==> src/rtl/hdr_inspector_pkg.sv <==
package hdr_inspector_pkg;

   typedef enum logic [1:0] {
      RATIO_X1 = 2'd0,
      RATIO_X2 = 2'd1,
      RATIO_X4 = 2'd2,
      RATIO_X8 = 2'd3
   } ratio_e;

   // Base step from image kind, then one step up for the wide interface.
   function automatic ratio_e pick_ratio(input logic comp, input logic encr,
                                         input logic wide);
      ratio_e base;
      if (comp)
         base = RATIO_X4;
      else if (encr)
         base = RATIO_X2;
      else
         base = RATIO_X1;
      if (wide && (base != RATIO_X1))
         base = ratio_e'(base + 2'd1);
      return base;
   endfunction

endpackage

==> src/rtl/hdr_word_counter.sv <==
module hdr_word_counter #(
   parameter int LIMIT = 230,
   parameter int IDX_W = $clog2(LIMIT + 1)
) (
   input  logic             clk,
   input  logic             rst_n,
   input  logic             restart,
   input  logic             beat,
   output logic [IDX_W-1:0] idx_q
);
   localparam logic [IDX_W-1:0] CEIL = IDX_W'(LIMIT);

   always_ff @(posedge clk) begin
      if (!rst_n)
         idx_q <= '0;
      else if (restart)
         idx_q <= beat ? IDX_W'(1) : '0;
      else if (beat && (idx_q != CEIL))
         idx_q <= idx_q + IDX_W'(1);
   end
endmodule

==> src/rtl/hdr_flag_capture.sv <==
module hdr_flag_capture #(
   parameter int DATA_W     = 32,
   parameter int IDX_W      = 8,
   parameter int ENC_IDX    = 69,
   parameter int ENC_LSB    = 2,
   parameter int ENC_W      = 2,
   parameter int CMP_IDX    = 229,
   parameter int CMP_BIT    = 1,
   parameter bit CMP_ACT_LO = 1'b1
) (
   input  logic              clk,
   input  logic              rst_n,
   input  logic              restart,
   input  logic              beat,
   input  logic [IDX_W-1:0]  cur_idx,
   input  logic [DATA_W-1:0] data,
   output logic              enc_q,
   output logic              cmp_q,
   output logic              cmp_hit,
   output logic              cmp_now,
   output logic              done_q
);
   localparam logic [IDX_W-1:0] ENC_I = IDX_W'(ENC_IDX);
   localparam logic [IDX_W-1:0] CMP_I = IDX_W'(CMP_IDX);

   logic enc_now;
   logic enc_hit;

   generate
      if (ENC_W == 1) begin : g_enc_bit
         assign enc_now = data[ENC_LSB];
      end else begin : g_enc_field
         assign enc_now = |data[ENC_LSB +: ENC_W];
      end
      if (CMP_ACT_LO) begin : g_cmp_lo
         assign cmp_now = ~data[CMP_BIT];
      end else begin : g_cmp_hi
         assign cmp_now = data[CMP_BIT];
      end
   endgenerate

   assign enc_hit = beat && (cur_idx == ENC_I);
   assign cmp_hit = beat && (cur_idx == CMP_I);

   always_ff @(posedge clk) begin
      if (!rst_n) begin
         enc_q  <= 1'b0;
         cmp_q  <= 1'b0;
         done_q <= 1'b0;
      end else begin
         done_q <= cmp_hit;
         if (enc_hit)
            enc_q <= enc_now;
         else if (restart)
            enc_q <= 1'b0;
         if (cmp_hit)
            cmp_q <= cmp_now;
         else if (restart)
            cmp_q <= 1'b0;
      end
   end
endmodule

==> src/rtl/hdr_len_guard.sv <==
module hdr_len_guard #(
   parameter int IDX_W   = 8,
   parameter int CMP_IDX = 229
) (
   input  logic             clk,
   input  logic             rst_n,
   input  logic             restart,
   input  logic             beat,
   input  logic             last,
   input  logic [IDX_W-1:0] cur_idx,
   output logic             err_q
);
   localparam logic [IDX_W-1:0] CMP_I = IDX_W'(CMP_IDX);

   logic early_end;
   assign early_end = beat && last && (cur_idx < CMP_I);

   always_ff @(posedge clk) begin
      if (!rst_n)
         err_q <= 1'b0;
      else if (early_end)
         err_q <= 1'b1;
      else if (restart)
         err_q <= 1'b0;
   end
endmodule

==> src/rtl/hdr_ratio_reg.sv <==
module hdr_ratio_reg
   import hdr_inspector_pkg::*;
(
   input  logic       clk,
   input  logic       rst_n,
   input  logic       restart,
   input  logic       load,
   input  logic       comp,
   input  logic       encr,
   input  logic       wide,
   output logic [1:0] ratio_q,
   output logic       wide_q
);
   always_ff @(posedge clk) begin
      if (!rst_n) begin
         ratio_q <= 2'd0;
         wide_q  <= 1'b0;
      end else if (load) begin
         ratio_q <= pick_ratio(comp, encr, wide);
         wide_q  <= wide;
      end else if (restart) begin
         ratio_q <= 2'd0;
         wide_q  <= 1'b0;
      end
   end
endmodule

==> src/rtl/hdr_inspector.sv <==
module hdr_inspector #(
   parameter int DATA_W  = 32,
   parameter int ENC_IDX = 69,
   parameter int ENC_LSB = 2,
   parameter int ENC_W   = 2,
   parameter int CMP_IDX = 229,
   parameter int CMP_BIT = 1
) (
   input  logic              clk,
   input  logic              rst_n,
   input  logic              sos,
   input  logic              cfg_w32,
   input  logic              up_valid,
   output logic              up_ready,
   input  logic [DATA_W-1:0] up_data,
   input  logic              up_last,
   output logic              dn_valid,
   input  logic              dn_ready,
   output logic [DATA_W-1:0] dn_data,
   output logic              res_valid,
   output logic [1:0]        ratio_code,
   output logic              width_sel,
   output logic              is_encrypted,
   output logic              is_compressed,
   output logic              short_err
);
   localparam int HDR_LEN = CMP_IDX + 1;
   localparam int IDX_W   = $clog2(HDR_LEN + 1);

   generate
      if (CMP_IDX <= ENC_IDX) begin : g_bad_order
         $error("compression word must follow encryption word");
      end
      if (ENC_LSB + ENC_W > DATA_W) begin : g_bad_enc
         $error("encryption field exceeds data width");
      end
      if (CMP_BIT >= DATA_W) begin : g_bad_cmp
         $error("compression bit exceeds data width");
      end
   endgenerate

   logic             beat;
   logic [IDX_W-1:0] idx_q;
   logic [IDX_W-1:0] cur_idx;
   logic             cmp_hit;
   logic             cmp_now;
   logic             enc_q;
   logic             cmp_q;
   logic             done_q;

   assign dn_valid = up_valid;
   assign dn_data  = up_data;
   assign up_ready = dn_ready;
   assign beat     = up_valid && dn_ready;
   assign cur_idx  = sos ? '0 : idx_q;

   hdr_word_counter #(.LIMIT(HDR_LEN), .IDX_W(IDX_W)) ctr_i (
      .clk(clk), .rst_n(rst_n), .restart(sos), .beat(beat), .idx_q(idx_q)
   );

   hdr_flag_capture #(
      .DATA_W(DATA_W), .IDX_W(IDX_W), .ENC_IDX(ENC_IDX), .ENC_LSB(ENC_LSB),
      .ENC_W(ENC_W), .CMP_IDX(CMP_IDX), .CMP_BIT(CMP_BIT), .CMP_ACT_LO(1'b1)
   ) cap_i (
      .clk(clk), .rst_n(rst_n), .restart(sos), .beat(beat), .cur_idx(cur_idx),
      .data(up_data), .enc_q(enc_q), .cmp_q(cmp_q), .cmp_hit(cmp_hit),
      .cmp_now(cmp_now), .done_q(done_q)
   );

   hdr_len_guard #(.IDX_W(IDX_W), .CMP_IDX(CMP_IDX)) guard_i (
      .clk(clk), .rst_n(rst_n), .restart(sos), .beat(beat), .last(up_last),
      .cur_idx(cur_idx), .err_q(short_err)
   );

   hdr_ratio_reg ratio_i (
      .clk(clk), .rst_n(rst_n), .restart(sos), .load(cmp_hit),
      .comp(cmp_now), .encr(enc_q), .wide(cfg_w32),
      .ratio_q(ratio_code), .wide_q(width_sel)
   );

   assign res_valid     = done_q;
   assign is_encrypted  = enc_q;
   assign is_compressed = cmp_q;
endmodule

==> config.mk <==
export PLATFORM = sky130hd
export DESIGN_NAME = hdr_inspector
export DESIGN_NICKNAME = d
export VERILOG_FILES = /design/src/rtl/hdr_inspector_pkg.sv /design/src/rtl/hdr_word_counter.sv /design/src/rtl/hdr_flag_capture.sv /design/src/rtl/hdr_len_guard.sv /design/src/rtl/hdr_ratio_reg.sv /design/src/rtl/hdr_inspector.sv
export SDC_FILE = /design/constraint.sdc
export NUM_CORES = 1
export LEC_CHECK = 0
export ABC_AREA = 1
export ABC_CLOCK_PERIOD_IN_PS = 3400
export BUFFER_PORTS_ARGS = -buffer_cell sky130_fd_sc_hd__buf_2
export CAP_MARGIN = 25
export CORE_ASPECT_RATIO = 1.5
export CORE_UTILIZATION = 46
export CTS_CLUSTER_SIZE = 8
export DETAILED_ROUTE_END_ITERATION = 8
export GPL_ROUTABILITY_DRIVEN = 0
export PLACE_DENSITY = 0.82
export SLEW_MARGIN = 0
export SYNTH_ARGS = -nofsm -noshare
export SYNTH_HDL_FRONTEND = slang
export SYNTH_HIERARCHICAL = 1
export SYNTH_SLANG_ARGS = --single-unit
==> constraint.sdc <==
create_clock -name clk -period 3.4 [get_ports clk]
set_clock_uncertainty 0.15 [all_clocks]
set_input_delay 0.34 -clock clk [delete_from_list [all_inputs] [get_ports clk]]
set_output_delay 0.34 -clock clk [all_outputs]
set_load 0.005 [all_outputs]
==> impl_metrics.py <==
metrics = {
    "layout": {
        "fillers": 284,
        "fin_cells": 229,
        "drive_above_1_share": 0.228,
        "fin_util": 0.465,
        "diodes": 0,
        "stdcell_area_um2": 1180,
        "nNetsFinal": 235,
        "areaGrowthSynthToFinish_pct": -7.02,
    },
    "clock_tree": {
        "htree_levels": 1,
        "path_clk_slew_ns": 0.10,
        "cts_tree": "yes",
        "clockRootBuffer": "clkbuf_4",
        "clk_latency_ns": 0.29,
        "cts_hold_buffers": 0,
        "clockBufferDepth": 2,
        "numCtsBuffers": 3,
        "cts_sinks": 15,
        "post_cts_buffers": 0,
        "cts.repair.resized": 0,
    },
    "place": {
        "post-place-ws_ns": 1.69,
        "placed_area_um2": 1150,
        "dp.final_hpwl_um": 1650,
        "dp.cells": 225,
        "portBuffers": 21,
    },
    "yosys": {
        "syn_area_um2": 1270,
        "seq_area_frac_synth": 0.237,
        "ys_types": 24,
        "syn_inst": 203,
        "ys_ff_latch": 15,
        "yosys_warnings": 6,
        "synth_nets": 244,
        "avgSynthCellArea_um2": 6.24,
    },
    "job": {
        "maxCapViolCount": 0,
    },
    "grt": {
        "grt_overflow_total": 0,
        "grt_pass1_wl_um": 3530,
        "grt_max_degree": 16,
        "grt_use_total": 0.157,
        "antenna_found_initial": 0,
        "grt_pass1_vias": 895,
    },
    "drt": {
        "via_per_inst": 4.45,
        "drcViolationCount": 0,
        "routed_wl_um": 2010,
        "first_pass_iters": 4,
        "drt_iter0_drc": 38,
        "ant_nets": 0,
        "num_vias": 1018,
        "wl_per_cell_um": 8.78,
    },
    "die": {
        "io_pins": 80,
        "initial_core_util": 0.500,
        "placementRows": 22,
        "dieArea_um2": 2970,
        "core_area_um2": 2530,
        "die_x_um": 44.8,
        "die_height_um": 66.3,
    },
    "run_status": {
        "outcome": "finished, final reports clean",
    },
    "timing": {
        "holdWs_ns": 0.169,
        "fin_crit_ns": 1.64,
        "fmax_mhz": 610,
        "relSlewSlack": 0.793,
        "setup_viol": 0,
        "rsz0062_at_grt": "false",
        "finalMaxSlewViolations": 0,
        "worst_pin_slew_ns": 0.310,
        "setup_ws_ns": 1.76,
        "fin_crit_sh": 0.482,
        "tns_ns": 0,
        "hold_viol": 0,
    },
    "critical_path": {
        "r2r_setup_slack_ns": 1.76,
        "worstPathRequired_ns": 3.47,
        "path_class": "reg -> reg",
        "cp_max_fo": 6,
        "cp-start-kind": "flip-flop",
        "worst-endpoint-arrival_ns": 1.71,
        "cp-end-kind": "flip-flop",
    },
    "power": {
        "finalPower_uw": 315,
        "cellLeakagePower_nw": 0.548,
        "power_density_nw_per_um2": 268,
        "ir_drop_v": 0.000161,
    },
    "min_path": {
        "worst_hold_path_type": "in -> reg",
    },
}
## cells in the mapped netlist
master / count / area share
a21oi_1: 3 / 0.012
nand3_2: 3 / 0.024
o21ai_1: 1 / 0.0039
buf_4: 34 / 0.20
o21bai_1: 1 / 0.0059
a31oi_1: 1 / 0.0049
nand2_2: 2 / 0.0099
buf_6: 1 / 0.0089
o21ai_0: 2 / 0.0079
nand3_1: 8 / 0.032
and3_1: 1 / 0.0049
nor2_2: 5 / 0.025
nor3_1: 1 / 0.0039
a21oi_2: 3 / 0.021
inv_2: 3 / 0.0089
nand2_1: 46 / 0.14
nor2_1: 25 / 0.074
ha_1: 2 / 0.020
inv_1: 38 / 0.11
or2_1: 1 / 0.0049
nand4_1: 4 / 0.020
nor2_4: 2 / 0.018
clkinv_2: 1 / 0.0039
dfxtp_1: 15 / 0.24
## power by group
part	switching, mW	internal (mW)	total (mW)
combinational	0.0208	0.0121	0.0329
clock	0.0599	0.0436	0.104
sequential	0.00178	0.177	0.179
total	0.0825	0.233	0.315
## flip-flops by register name (all words and copies together) (netlist names)
| signal | cells |
|---|---|
| cap_i/cmp_q | 1 |
| cap_i/done_q | 1 |
| cap_i/enc_q | 1 |
| ctr_i/idx_q | 8 |
| guard_i/err_q | 1 |
| ratio_i/ratio_q | 2 |
| ratio_i/wide_q | 1 |
## worst max-delay path, cell delays in order, from the launching register on
cell and delay, ns:
dfxtp_1 0.44, inv_1 0.06, nor2_1 0.16, nand2_2 0.11, nor2_4 0.12, nand3_2 0.08
inv_1 0.13, inv_1 0.06, a21oi_2 0.09, nand2_1 0.07, a21oi_2 0.10
## area by class of cell
| cell class | instances | area (um^2) | share of cell area |
|---|---|---|---|
| multi-input combinational | 111 | 541 | 0.459 |
| sequential | 15 | 300 | 0.255 |
| inverter | 42 | 159 | 0.135 |
| timing repair buffer | 21 | 105 | 0.0893 |
| tap | 36 | 45.0 | 0.0383 |
| clock buffer | 3 | 22.5 | 0.0191 |
| clock inverter | 1 | 5.00 | 0.00425 |
## kinds of logic (layout without fill, tap and decap cells)
logic type | after synthesis | in the layout | share of synthesized area
AO/OA/AOI/OAI | 11 | 11 | 0.0553
flip-flops | 15 | 15 | 0.237
adder cells (fa/ha/maj) | 2 | 2 | 0.0198
AND/OR/NAND/NOR | 98 | 98 | 0.352
buffers and inverters | 77 | 67 | 0.336
## placed cells by master, fill, tap and decap left out, types with 2 or more instances in the layout
| master | Yosys | layout |
|---|---|---|
| nor2_2 | 5 | 5 |
| nor2_4 | 2 | 2 |
| buf_2 | 0 | 21 |
| ha_1 | 2 | 2 |
| nand3_2 | 3 | 3 |
| nand3_1 | 8 | 8 |
| nand2_1 | 46 | 46 |
| clkinv_2 | 1 | 2 |
| a21oi_1 | 3 | 3 |
| nand2_2 | 2 | 2 |
| nand4_1 | 4 | 4 |
| dfxtp_1 | 15 | 15 |
| nor2_1 | 25 | 25 |
| inv_2 | 3 | 3 |
| a21oi_2 | 3 | 3 |
| clkbuf_4 | 0 | 3 |
| o21ai_0 | 2 | 2 |
| inv_1 | 38 | 38 |
## metal layers
layer / global-route usage / part of all wire / up-vias
met2: 0.289 / 0.52 / 26
met3: 0.0492 / 0.051 / 8
li1: - / - / 549
met1: 0.158 / 0.42 / 435
met5: 0 / 0 / -
met4: 0.0568 / 0.013 / 0
## final timing paths
path	startpoint	end	depth (start not counted)
min	cfg_w32	ratio_i/wide_q	3
max reg2reg	ctr_i/idx_q[2]	ratio_i/ratio_q[0]	10
min reg2reg	ratio_i/wide_q	ratio_i/wide_q	2
max	ctr_i/idx_q[2]	ratio_i/ratio_q[0]	10
Power figures use the tool's default switching activity.
